--- config.mk ---
export PLATFORM = sky130hd
export DESIGN_NAME = regwr_combiner
export DESIGN_NICKNAME = d
export VERILOG_FILES = /design/src/rtl/rwc_pkg.sv /design/src/rtl/rwc_lane.sv /design/src/rtl/rwc_shadow.sv /design/src/rtl/rwc_holdoff.sv /design/src/rtl/regwr_combiner.sv
export SDC_FILE = /design/constraint.sdc
export NUM_CORES = 1
export LEC_CHECK = 0
export ABC_AREA = 1
export BUFFER_PORTS_ARGS = -buffer_cell sky130_fd_sc_hd__buf_4
export CAP_MARGIN = 20
export CORE_MARGIN = 3
export CORE_UTILIZATION = 50
export DETAILED_ROUTE_END_ITERATION = 10
export GPL_TIMING_DRIVEN = 0
export PLACE_DENSITY = 0.73
export SLEW_MARGIN = 20
export SYNTH_ARGS = -nofsm -noshare
export SYNTH_HDL_FRONTEND = slang
export SYNTH_SLANG_ARGS = --single-unit
--- constraint.sdc ---
create_clock -name clk -period 4.9 [get_ports clk]
set_clock_uncertainty 0.1 [all_clocks]
set_input_delay 0.49 -clock clk [delete_from_list [all_inputs] [get_ports clk]]
set_output_delay 0.49 -clock clk [all_outputs]
set_load 0.01 [all_outputs]
--- src/rtl/rwc_pkg.sv ---
package rwc_pkg;
   localparam logic [1:0] SZ_BYTE = 2'd0;
   localparam logic [1:0] SZ_HALF = 2'd1;
   localparam logic [1:0] SZ_WORD = 2'd2;

   typedef enum logic [2:0] {
      ST_IDLE,
      ST_RD,
      ST_RDW,
      ST_WR,
      ST_HOLD
   } rwc_state_e;
endpackage

--- src/rtl/rwc_lane.sv ---
module rwc_lane
   import rwc_pkg::*;
#(
   parameter int DATA_W = 32
) (
   input  logic [DATA_W-1:0] old_word,
   input  logic [DATA_W-1:0] new_val,
   input  logic [1:0]        size,
   input  logic [1:0]        lane,
   output logic [DATA_W-1:0] merged,
   output logic [DATA_W-1:0] extracted
);
   logic [4:0]        shift;
   logic [DATA_W-1:0] base_mask;
   logic [DATA_W-1:0] lane_mask;

   always_comb begin
      shift = {lane, 3'b000};
      if (size == SZ_BYTE) begin
         base_mask = DATA_W'(32'h0000_00FF);
      end else if (size == SZ_HALF) begin
         base_mask = DATA_W'(32'h0000_FFFF);
      end else begin
         base_mask = '1;
         shift     = 5'd0;
      end
      lane_mask = base_mask << shift;
      merged    = (old_word & ~lane_mask) | ((new_val & base_mask) << shift);
      extracted = (old_word >> shift) & base_mask;
   end
endmodule

--- src/rtl/rwc_shadow.sv ---
module rwc_shadow #(
   parameter int DATA_W = 32
) (
   input  logic              clk,
   input  logic              rst_n,
   input  logic              load,
   input  logic [DATA_W-1:0] din,
   input  logic              clear,
   output logic [DATA_W-1:0] word,
   output logic              valid
);
   always_ff @(posedge clk) begin
      if (!rst_n) begin
         word  <= '0;
         valid <= 1'b0;
      end else if (load) begin
         word  <= din;
         valid <= 1'b1;
      end else if (clear) begin
         valid <= 1'b0;
      end
   end

   p_load_clear_excl_r3: assert property (@(posedge clk) disable iff (!rst_n)
      !(load && clear));
   p_valid_after_load_r3: assert property (@(posedge clk) disable iff (!rst_n)
      load |=> valid);
endmodule

--- src/rtl/rwc_holdoff.sv ---
module rwc_holdoff #(
   parameter int CYC_PER_US = 125,
   parameter int HZ_W       = 32,
   parameter int PERIODS    = 4,
   parameter int ZERO_US    = 10
) (
   input  logic            clk,
   input  logic            rst_n,
   input  logic            start,
   input  logic [HZ_W-1:0] card_hz,
   output logic            busy,
   output logic            last
);
   localparam int CYC_W = (CYC_PER_US > 1) ? $clog2(CYC_PER_US) : 1;
   localparam int US_W  = $clog2(ZERO_US + 1);
   localparam int ACC_W = HZ_W + 2;
   localparam logic [ACC_W-1:0] TARGET = ACC_W'(PERIODS * 1000000);

   logic [CYC_W-1:0] cyc;
   logic [US_W-1:0]  us;
   logic [ACC_W-1:0] acc;
   logic [ACC_W-1:0] acc_nxt;
   logic [US_W-1:0]  us_nxt;
   logic             tick;
   logic             reached;

   always_comb begin
      tick    = busy && (cyc == CYC_W'(CYC_PER_US - 1));
      acc_nxt = acc + ACC_W'(card_hz);
      us_nxt  = us + 1'b1;
      reached = (card_hz == '0) ? (us_nxt == US_W'(ZERO_US)) : (acc_nxt >= TARGET);
      last    = tick && reached;
   end

   always_ff @(posedge clk) begin
      if (!rst_n) begin
         busy <= 1'b0;
         cyc  <= '0;
         us   <= '0;
         acc  <= '0;
      end else if (start) begin
         busy <= 1'b1;
         cyc  <= '0;
         us   <= '0;
         acc  <= '0;
      end else if (busy) begin
         if (tick) begin
            cyc <= '0;
            us  <= us_nxt;
            acc <= acc_nxt;
            if (reached) busy <= 1'b0;
         end else begin
            cyc <= cyc + 1'b1;
         end
      end
   end

   p_start_when_free_r9: assert property (@(posedge clk) disable iff (!rst_n)
      start |-> !busy);
   p_last_ends_busy_r9: assert property (@(posedge clk) disable iff (!rst_n)
      last |=> !busy);
endmodule

--- src/rtl/regwr_combiner.sv ---
module regwr_combiner
   import rwc_pkg::*;
#(
   parameter int             ADDR_W     = 8,
   parameter int             DATA_W     = 32,
   parameter int             HZ_W       = 32,
   parameter int             CYC_PER_US = 125,
   parameter int             SLOW_HZ    = 400000,
   parameter int             PERIODS    = 4,
   parameter int             ZERO_US    = 10,
   parameter bit             HOLD_EN    = 1'b1,
   parameter logic [ADDR_W-1:0] BSZ_OFF  = 'h04,
   parameter logic [ADDR_W-1:0] BCNT_OFF = 'h06,
   parameter logic [ADDR_W-1:0] XFER_OFF = 'h0C,
   parameter logic [ADDR_W-1:0] CMD_OFF  = 'h0E
) (
   input  logic              clk,
   input  logic              rst_n,
   input  logic              up_valid,
   output logic              up_ready,
   input  logic              up_write,
   input  logic [1:0]        up_size,
   input  logic [ADDR_W-1:0] up_addr,
   input  logic [DATA_W-1:0] up_wdata,
   output logic [DATA_W-1:0] up_rdata,
   output logic              up_rvalid,
   input  logic [HZ_W-1:0]   card_hz,
   output logic              dn_valid,
   output logic              dn_we,
   output logic [ADDR_W-1:0] dn_addr,
   output logic [DATA_W-1:0] dn_wdata,
   input  logic [DATA_W-1:0] dn_rdata
);
   localparam logic [ADDR_W-1:0] BLK_WORD = {BSZ_OFF[ADDR_W-1:2], 2'b00};
   localparam logic [ADDR_W-1:0] CMD_WORD = {CMD_OFF[ADDR_W-1:2], 2'b00};

   generate
      if (DATA_W != 32) begin : g_bad_width
         $error("regwr_combiner: DATA_W must be 32");
      end
      if (CYC_PER_US < 1) begin : g_bad_cyc
         $error("regwr_combiner: CYC_PER_US must be positive");
      end
      if (BSZ_OFF[ADDR_W-1:2] != BCNT_OFF[ADDR_W-1:2] ||
          XFER_OFF[ADDR_W-1:2] != CMD_OFF[ADDR_W-1:2]) begin : g_bad_map
         $error("regwr_combiner: shadowed halfword pairs must share a word");
      end
   endgenerate

   rwc_state_e state;
   logic              req_write;
   logic [1:0]        req_size;
   logic [ADDR_W-1:0] req_addr;
   logic [DATA_W-1:0] req_wdata;
   logic [ADDR_W-1:0] wr_addr;
   logic [DATA_W-1:0] wr_data;
   logic [DATA_W-1:0] cmd_word;
   logic              second_pend;

   logic              idle, accept, slow;
   logic              cur_write;
   logic [1:0]        cur_size;
   logic [ADDR_W-1:0] cur_addr, cur_waddr;
   logic [DATA_W-1:0] cur_wdata, base_word, merged, extracted;
   logic              is_half, hit_blk, hit_xfer, hit_cmd;
   logic [DATA_W-1:0] blk_word, cmdsh_word;
   logic              blk_valid, cmd_valid;
   logic              blk_load, blk_clear, cmd_load, cmd_clear;
   logic              hold_start, hold_busy, hold_last;

   always_comb begin
      idle      = (state == ST_IDLE);
      accept    = idle && up_valid;
      slow      = HOLD_EN && (card_hz <= HZ_W'(SLOW_HZ));
      cur_write = idle ? up_write : req_write;
      cur_size  = idle ? up_size  : req_size;
      cur_addr  = idle ? up_addr  : req_addr;
      cur_wdata = idle ? up_wdata : req_wdata;
      cur_waddr = {cur_addr[ADDR_W-1:2], 2'b00};
      is_half   = (cur_size == SZ_HALF);
      hit_blk   = is_half && (cur_addr == BSZ_OFF || cur_addr == BCNT_OFF);
      hit_xfer  = is_half && (cur_addr == XFER_OFF);
      hit_cmd   = is_half && (cur_addr == CMD_OFF);
      if (state == ST_RDW)  base_word = dn_rdata;
      else if (hit_blk)     base_word = blk_word;
      else                  base_word = cmdsh_word;

      blk_load  = (accept && cur_write && hit_blk && blk_valid) ||
                  (state == ST_RDW && cur_write && hit_blk);
      blk_clear = accept && cur_write && hit_cmd && blk_valid;
      cmd_load  = (state == ST_RDW) && cur_write && hit_xfer;
      cmd_clear = accept && cur_write && hit_cmd;
      hold_start = (state == ST_WR) && slow;

      up_ready = idle;
      dn_valid = (state == ST_RD) || (state == ST_WR);
      dn_we    = (state == ST_WR);
      dn_addr  = (state == ST_WR) ? wr_addr : cur_waddr;
      dn_wdata = wr_data;
   end

   rwc_lane #(.DATA_W(DATA_W)) u_lane (
      .old_word (base_word),
      .new_val  (cur_wdata),
      .size     (cur_size),
      .lane     (cur_addr[1:0]),
      .merged   (merged),
      .extracted(extracted)
   );

   rwc_shadow #(.DATA_W(DATA_W)) u_blk_shadow (
      .clk(clk), .rst_n(rst_n), .load(blk_load), .din(merged),
      .clear(blk_clear), .word(blk_word), .valid(blk_valid)
   );

   rwc_shadow #(.DATA_W(DATA_W)) u_cmd_shadow (
      .clk(clk), .rst_n(rst_n), .load(cmd_load), .din(merged),
      .clear(cmd_clear), .word(cmdsh_word), .valid(cmd_valid)
   );

   generate
      if (HOLD_EN) begin : g_hold
         rwc_holdoff #(
            .CYC_PER_US(CYC_PER_US), .HZ_W(HZ_W),
            .PERIODS(PERIODS), .ZERO_US(ZERO_US)
         ) u_holdoff (
            .clk(clk), .rst_n(rst_n), .start(hold_start),
            .card_hz(card_hz), .busy(hold_busy), .last(hold_last)
         );
      end else begin : g_nohold
         assign hold_busy = 1'b0;
         assign hold_last = 1'b0;
      end
   endgenerate

   always_ff @(posedge clk) begin
      if (!rst_n) begin
         state       <= ST_IDLE;
         req_write   <= 1'b0;
         req_size    <= SZ_WORD;
         req_addr    <= '0;
         req_wdata   <= '0;
         wr_addr     <= '0;
         wr_data     <= '0;
         cmd_word    <= '0;
         second_pend <= 1'b0;
         up_rdata    <= '0;
         up_rvalid   <= 1'b0;
      end else begin
         up_rvalid <= 1'b0;
         unique case (state)
            ST_IDLE: if (accept) begin
               req_write <= up_write;
               req_size  <= up_size;
               req_addr  <= up_addr;
               req_wdata <= up_wdata;
               if (!up_write) begin
                  if ((hit_xfer && cmd_valid) || (hit_blk && blk_valid)) begin
                     up_rdata  <= extracted;
                     up_rvalid <= 1'b1;
                  end else begin
                     state <= ST_RD;
                  end
               end else if (up_size == SZ_WORD || up_size == 2'd3) begin
                  wr_addr     <= cur_waddr;
                  wr_data     <= up_wdata;
                  second_pend <= 1'b0;
                  state       <= ST_WR;
               end else if (hit_cmd) begin
                  cmd_word <= merged;
                  state    <= ST_WR;
                  if (blk_valid) begin
                     wr_addr     <= BLK_WORD;
                     wr_data     <= blk_word;
                     second_pend <= 1'b1;
                  end else begin
                     wr_addr     <= CMD_WORD;
                     wr_data     <= merged;
                     second_pend <= 1'b0;
                  end
               end else if (!(hit_blk && blk_valid)) begin
                  state <= ST_RD;
               end
            end
            ST_RD: state <= ST_RDW;
            ST_RDW: begin
               if (!req_write) begin
                  up_rdata  <= extracted;
                  up_rvalid <= 1'b1;
                  state     <= ST_IDLE;
               end else if (hit_blk || hit_xfer) begin
                  state <= ST_IDLE;
               end else begin
                  wr_addr     <= cur_waddr;
                  wr_data     <= merged;
                  second_pend <= 1'b0;
                  state       <= ST_WR;
               end
            end
            ST_WR: begin
               if (slow) begin
                  state <= ST_HOLD;
               end else if (second_pend) begin
                  second_pend <= 1'b0;
                  wr_addr     <= CMD_WORD;
                  wr_data     <= cmd_word;
               end else begin
                  state <= ST_IDLE;
               end
            end
            ST_HOLD: if (hold_last) begin
               if (second_pend) begin
                  second_pend <= 1'b0;
                  wr_addr     <= CMD_WORD;
                  wr_data     <= cmd_word;
                  state       <= ST_WR;
               end else begin
                  state <= ST_IDLE;
               end
            end
            default: state <= ST_IDLE;
         endcase
      end
   end

   p_flush_to_blk_word_r5: assert property (@(posedge clk) disable iff (!rst_n)
      (dn_valid && dn_we && second_pend) |-> (dn_addr == BLK_WORD));
   p_flags_cleared_on_flush_r5: assert property (@(posedge clk) disable iff (!rst_n)
      (dn_valid && dn_we && second_pend) |-> (!blk_valid && !cmd_valid));
   p_shadow_no_write_r3: assert property (@(posedge clk) disable iff (!rst_n)
      $rose(blk_valid) |-> !(dn_valid && dn_we));
   p_stall_blocks_up_r9: assert property (@(posedge clk) disable iff (!rst_n)
      hold_busy |-> !up_ready);
   p_rvalid_when_ready_r11: assert property (@(posedge clk) disable iff (!rst_n)
      up_rvalid |-> up_ready);
   p_one_cycle_rvalid_r11: assert property (@(posedge clk) disable iff (!rst_n)
      (up_rvalid && !up_valid) |=> !up_rvalid);
endmodule

==> results of run 1 <==
## kinds of logic (layout without fill, tap and decap cells)
family,Yosys count,in the layout,share of synthesized area
XOR/XNOR,18,18,0.00939
other,1,2,0.000223
buffers and inverters,651,893,0.150
AO/OA/AOI/OAI,582,582,0.197
flip-flops,262,262,0.312
adder cells (fa/ha/maj),37,37,0.0280
AND/OR/NAND/NOR,1203,1203,0.302
multiplexers,1,1,0.000671
## stage by stage
stage | instances | utilization | hold WS [ns] | setup WS, ns | area, um^2
floorplan | 2756 | - | 0.330 | 1.87 | 16800
global placement | 3381 | 0.571 | 0.340 | 0.751 | 18700
detailed placement | 3381 | 0.571 | 0.348 | 0.802 | 18700
CTS | 3440 | 0.607 | 0.114 | 0.796 | 19900
global route | 3440 | 0.607 | 0.134 | 0.350 | 19900
finish | 3440 | 0.607 | 0.124 | 0.528 | 19900
## layout by cell type (no fill, tap or decap), drive strengths merged, types with 4 or more instances in the layout
cell    Yosys  layout
nor2      194     194
o22ai      14      14
ha         36      36
a21oi     219     219
buf        52     235
clkinv      2       7
inv       512     513
bufinv      0       5
a211oi     13      13
a32o        9       9
o211ai     26      26
dfxtp     262     262
nor3       18      18
a22o       22      22
clkbuf     85     131
nor4        8       8
nand3     127     127
nand3b      9       9
nand2     754     754
nand4      51      51
a22oi      12      12
xor2       16      16
or2        34      34
o21ai     241     241
and2        4       4
o221ai      8       8
## power breakdown
part           internal, uW  switching (uW)
sequential             2330             104
combinational           998            2650
clock                  1680            1010
## registers in the layout, indices dropped and copies added, names as in the netlist, 8 cells and up
name                  count
cmd_word                 32
g_hold.u_holdoff.acc     34
u_cmd_shadow.word        32
req_addr                  8
dn_wdata                 32
u_blk_shadow.word        32
req_wdata                32
up_rdata                 32
## layout make-up
| cell class | count | area, um^2 | share of cell area |
|---|---|---|---|
| inverters | 514 | 1930 | 0.0969 |
| multi-input cells | 1843 | 9030 | 0.453 |
| clock inverters | 13 | 199 | 0.00999 |
| plain buffers | 137 | 592 | 0.0297 |
| repair buffers | 183 | 1370 | 0.0690 |
| well taps | 442 | 553 | 0.0278 |
| clock buffers | 46 | 990 | 0.0497 |
| flip-flops and latches | 262 | 5250 | 0.263 |
## per-layer routing
metal | global-route usage | vias to the layer above
met5 | 0 | -
met4 | 0.149 | 0
met3 | 0.0957 | 198
met2 | 0.579 | 1079
met1 | 0.536 | 8913
li1 | - | 9170
## worst max-delay path: cells and delay by family, from the launching register on
family	cells	cell delay [ns]
compound gates	3	1.36
flops	1	0.38
simple gates	13	2.02
buf+inv	1	0.39
## final timing paths
| path | startpoint | to | slack [ns] | cells past startpoint |
|---|---|---|---|---|
| hold / removal | up_addr[2] | req_addr[2] | 0.12 | 3 |
| hold reg to reg | req_addr[5] | req_addr[5] | 0.35 | 2 |
| setup / recovery | state[1] | dn_wdata[17] | 0.53 | 17 |
| setup reg to reg | state[1] | dn_wdata[17] | 0.53 | 17 |
==> metrics.md, run 1 <==
| Metric | Value |
|---|---|
| Status | `complete, no violations` |
| Fin crit share | `0.892` |
| N_diodes | `0` |
| Yosys warns | `0` |
| Met3 WL post-DR | `between 8000 and 9000 um` |
| Critical-path top delay cell | `o21ai_1` |
| Highest routing layer actually used | `met4` |
| Highest Clock Rate | `roughly 230 MHz` |
| Post-synth EDFFs | `0` |
| CTS tree | `done` |
| Element type at the critical path end | `flop` |
| Synth top area share | `0.312` |
| P_leak | `~0.01 uW` |
| Global-route wire length before repair | `105,000 um` |
| Via count | `just under 20,000` |
| Clk_lat worst skew | `~0.54 ns` |
| CTS root buffer | `clkbuf_16` |
| Clk buf depth | `3` |
| Final setup fails | `0` |
| Num CTS Buffers | `34` |
| Most used cell, CP | `nand2_1` |
| Initial antenna violation count | `1` |
| Pin count of the biggest net entering global routing | `14` |
| Worst setup SP type | `flop` |
| # nets final | `around 3,100` |
| Number of I/O pins | `186` |
| Worst Path Max Fanout | `10` |
| Post-DP HPWL | `57,400 um` |
| Rel. slew slack | `0.272` |
| Synth Instances | `2,755` |
| Die Wd | `approximately 190 um` |
| Met2 routed WL | `29,900 um` |
| Die Area | `around 36,000 um^2` |
| Hold WC Path Type | `primary input to flop` |
| Post-DRT Antenna Nets | `0` |
| Die Y | `~190 um` |
| Final wirelength | `~71,000 um` |
| Post-CTS Hold Buffers | `0` |
| Register area share after synthesis | `0.312` |
| Worst-path clk slew | `around 0.060 ns` |
| Placeable Area | `~33,000 um^2` |
| Distinct cells, synth | `56` |
| # DRC | `0` |
| Yosys top cell by area | `dfxtp_1` |
| CP cell instances | `nor2_4 > nand2_8 > o21ai_1 > nand2_1 > nor2_2 > nand2_2 > clkbuf_1 > nand2_1 > nand3_1 > nand3_1 > nand2_1 > nand2_1 > o21ai_0 > a21oi_1 > nand4_1 > nand2_1 > nor2_1` |
| Ranking of synthesized cells by area | `dfxtp_1 (31%), nand2_1 (17%), inv_1 (11%), o21ai_0 (6.6%), a21oi_1 (6.5%)` |
| Rows | `66` |
| Met1 Routed Length | `29,900 um` |
| WP data required | `5.22 ns` |
| Final Max Tran Viols | `0` |
| Grt total ovfl | `0` |
| Detailed Route Iter0 Violations | `2,604` |
| Vias per inst | `5.63` |
| Most frequent cell after synthesis | `nand2_1` |
| Unrepaired setup endpoints after global routing | `no` |
| Arr. time, crit path | `4.70 ns` |
| Tot Pwr | `8780 uW` |
| Pwr Density | `around 440 nW/um^2` |
| Hold Fails Final Rpt | `0` |
| Crit path time final | `between 4 and 5 ns` |
| Mean Syn Cell Area | `between 6 and 7 um^2` |
| Worst-margin pin slew | `roughly 1.1 ns` |
| Area delta synth->final | `18.6%` |
| Filler Cell Count | `approximately 3,300` |
| Mean routed wirelength per cell | `roughly 21 um` |
| Setup CP Type | `flop to flop` |
| Synth async-reset ratio | `0` |
| Vias in the first global route | `between 15,000 and 20,000` |
| VDD IR max | `between 0.3 and 0.4 mV` |
| Synth top cells by count | `nand2_1 (746), inv_1 (507), dfxtp_1 (262), o21ai_0 (220), a21oi_1 (218)` |
| Initial core utilization | `0.512` |
| Top FF cell, synth | `dfxtp_1` |
| Routability Congestion | `about 1.1` |
| Max-Cap Viols | `0` |
| Register bit total from synthesis | `262` |
| Share of cells above drive strength 1 | `0.114` |
| # Post-CTS Setup Buffers | `0` |
| GRT Total Usage | `0.386` |
| Setup TNS | `0 ns` |
| Clk sink count | `between 200 and 300` |
| Post-CTS sizing | `0` |
| Crit path largest cell delay | `0.67 ns` |
| Synthesized cell area | `16,800 um^2` |
| Drt first pass iters | `8` |
| H-tree depth | `2` |
| Input/output buffers | `183` |
No activity file was read; power rests on OpenSTA's default activity.
==> run 2: changes to the inputs <==
- PLACE_DENSITY: 0.73 -> 0.75
- clock period: 4.9 -> 3.65 ns (I/O delays scaled with it)
==> metrics.md, run 2 (synthesis gave the netlist of run 1 again) <==
| Metric | Value |
|---|---|
| Status | `complete, no violations` |
| Routability Congestion | `around 1.1` |
| Crit path largest cell delay | `0.62 ns` |
| Layout Cells excl Fill | `about 3,500` |
| P_leak | `0.0101 uW` |
| Mean routed wirelength per cell | `roughly 21 um` |
| CTS tree | `done` |
| Highest routing layer actually used | `met4` |
| # nets final | `about 3,100` |
| Unrepaired setup endpoints after global routing | `no` |
| Critical-path top delay cell | `clkbuf_1` |
| Kind of cell adding the most delay to the critical path | `buffers and inverters` |
| Comb power frac | `0.431` |
| Global-route wire length before repair | `107,000 um` |
| CTS root buffer | `clkbuf_16` |
| Grt total ovfl | `0` |
| Most used cell, CP | `clkbuf_1` |
| Clk sink count | `about 260` |
| CP cell instances | `inv_2 > nand2_2 > nor2_2 > clkinv_1 > clkbuf_1 > clkbuf_1 > o21ai_1 > a21oi_1 > nand4_1 > nand2_1 > nor2_1` |
| Switching share of total power | `0.435` |
| WP buf/inv | `4` |
| Worst setup SP type | `flop` |
| # DRC | `0` |
| Worst Path Max Fanout | `10` |
| WP data required | `between 4 and 5 ns` |
| Die Area | `35,800 um^2` |
| Rel. slew slack | `0.388` |
| Element type at the critical path end | `flop` |
| Clk buf depth | `3` |
| Initial core utilization | `0.512` |
| Post-DRT Antenna Nets | `0` |
| Via count | `~20,000` |
| Hold Fails Final Rpt | `0` |
| Placed Cells | `3,381` |
| Post-DP HPWL | `58,600 um` |
| Input/output buffers | `~180` |
| Rows | `66` |
| Area delta synth->final | `20.6%` |
| Max-Cap Viols | `0` |
| Highest Clock Rate | `274 MHz` |
| Worst-margin pin slew | `slightly above 0.9 ns` |
| Met3 WL post-DR | `between 9000 and 10,000 um` |
| H-tree depth | `1` |
| Number of I/O pins | `~190` |
| Biggest register | `g_hold.u_holdoff.acc` |
| Pwr Density | `approximately 580 nW/um^2` |
| Share of cells above drive strength 1 | `0.127` |
| Num CTS Buffers | `31` |
| Filler Cell Count | `roughly 3,200` |
| Pin count of the biggest net entering global routing | `15` |
| Clock share of power | `0.291` |
| Final wirelength | `~72,000 um` |
| Worst-path clk slew | `0.06 ns` |
| Register share of total power | `0.278` |
| Met1 Routed Length | `30,500 um` |
| Tot Pwr | `11,800 uW` |
| Initial antenna violation count | `2` |
| Vias in the first global route | `17,800` |
| Die Y | `~190 um` |
| Fin crit share | `0.999` |
| Crit path time final | `between 3 and 4 ns` |
| Met2 routed WL | `approximately 29,000 um` |
| Placeable Area | `32,800 um^2` |
| Die Wd | `roughly 190 um` |
| Detailed Route Iter0 Violations | `2,505` |
| Number of flip-flops in the largest register | `34` |
| Internal cell power | `6650 uW` |
| Final Max Tran Viols | `0` |
| Psw | `between 5000 and 6000 uW` |
| Vias per inst | `~5.7` |
| Most frequent cells in the layout | `nand2_1 (742), inv_1 (507), dfxtp_1 (261)` |
| GRT Total Usage | `0.392` |
| Hold WC Path Type | `primary input to flop` |
| Setup CP Type | `flop to flop` |
| Arr. time, crit path | `roughly 4 ns` |
| Most common cell after layout, fill and taps aside | `nand2_1` |
| Clk_lat worst skew | `0.59 ns` |
| Final setup fails | `0` |
| Drt first pass iters | `8` |
| VDD IR max | `0.564 mV` |
## run 2: power groups by stage
stage	Clock, uW	Sequential (uW)	Combinational (uW)
2_1_floorplan	0	3370	2620
3_3_place_gp	0	3310	4620
3_5_place_dp	0	3330	4660
4_1_cts	3450	3270	4750
5_1_grt	3550	3300	5400
6_report	3430	3270	5080
## run 2: metrics by stage
stage	setup TNS [ns]	hold WS [ns]	instance area, um^2	util	setup slack [ns]
floorplan	0	0.330	16800	-	0.743
global placement	-15.78	0.340	18700	0.571	-0.598
detailed placement	-13.12	0.347	18700	0.571	-0.562
CTS	0	0.0000130	20100	0.612	0.00248
global route	0	0.0316	20200	0.618	0.00451
finish	0	0.0234	20200	0.618	0.00195
## run 2: worst register-to-register path: stages (launching register included)
cell and delay (ns):
dfxtp_1 0.38, inv_2 0.11, nand2_2 0.14, nor2_2 0.11, clkinv_1 0.21, clkbuf_1 0.56
clkbuf_1 0.62, o21ai_1 0.51, a21oi_1 0.50, nand4_1 0.16, nand2_1 0.10, nor2_1 0.05
## run 2: path summary, 6_finish.rpt
| path | startpoint | endpoint | slack, ns | cells past startpoint |
|---|---|---|---|---|
| worst min-delay path | up_wdata[22] | req_wdata[22] | 0.02 | 3 |
| worst max-delay path | state[2] | dn_wdata[23] | 0.002 | 11 |
| worst min register to register | req_wdata[4] | req_wdata[4] | 0.35 | 2 |
| worst max register to register | state[2] | dn_wdata[23] | 0.002 | 11 |
## run 2: area by class of cell
type                       count  area, um^2  area share
tap                          442         553      0.0273
timing repair buffer         205        1600      0.0788
buffer                       137         613      0.0303
antenna                        2        5.00    0.000247
inverter                     514        1930      0.0953
clock inverter                15         234      0.0116
clock buffer                  41         873      0.0431
sequential                   262        5250       0.259
multi-input combinational   1843        9200       0.454
## run 2: repair_timing
item                                   4_1_cts  5_1_grt
buffers inserted                             0        4
gates resized for setup                     18       47
endpoints found under the hold margin       18        0
setup endpoints to repair                   61       52
hold buffers                                18        0
pin swaps                                    0        4
gates cloned                                 0        0
## run 2: metal layers
metal | track usage | up-vias
li1 | - | 9239
met1 | 0.549 | 9052
met2 | 0.580 | 1183
met3 | 0.109 | 212
met4 | 0.134 | 0
met5 | 0 | -
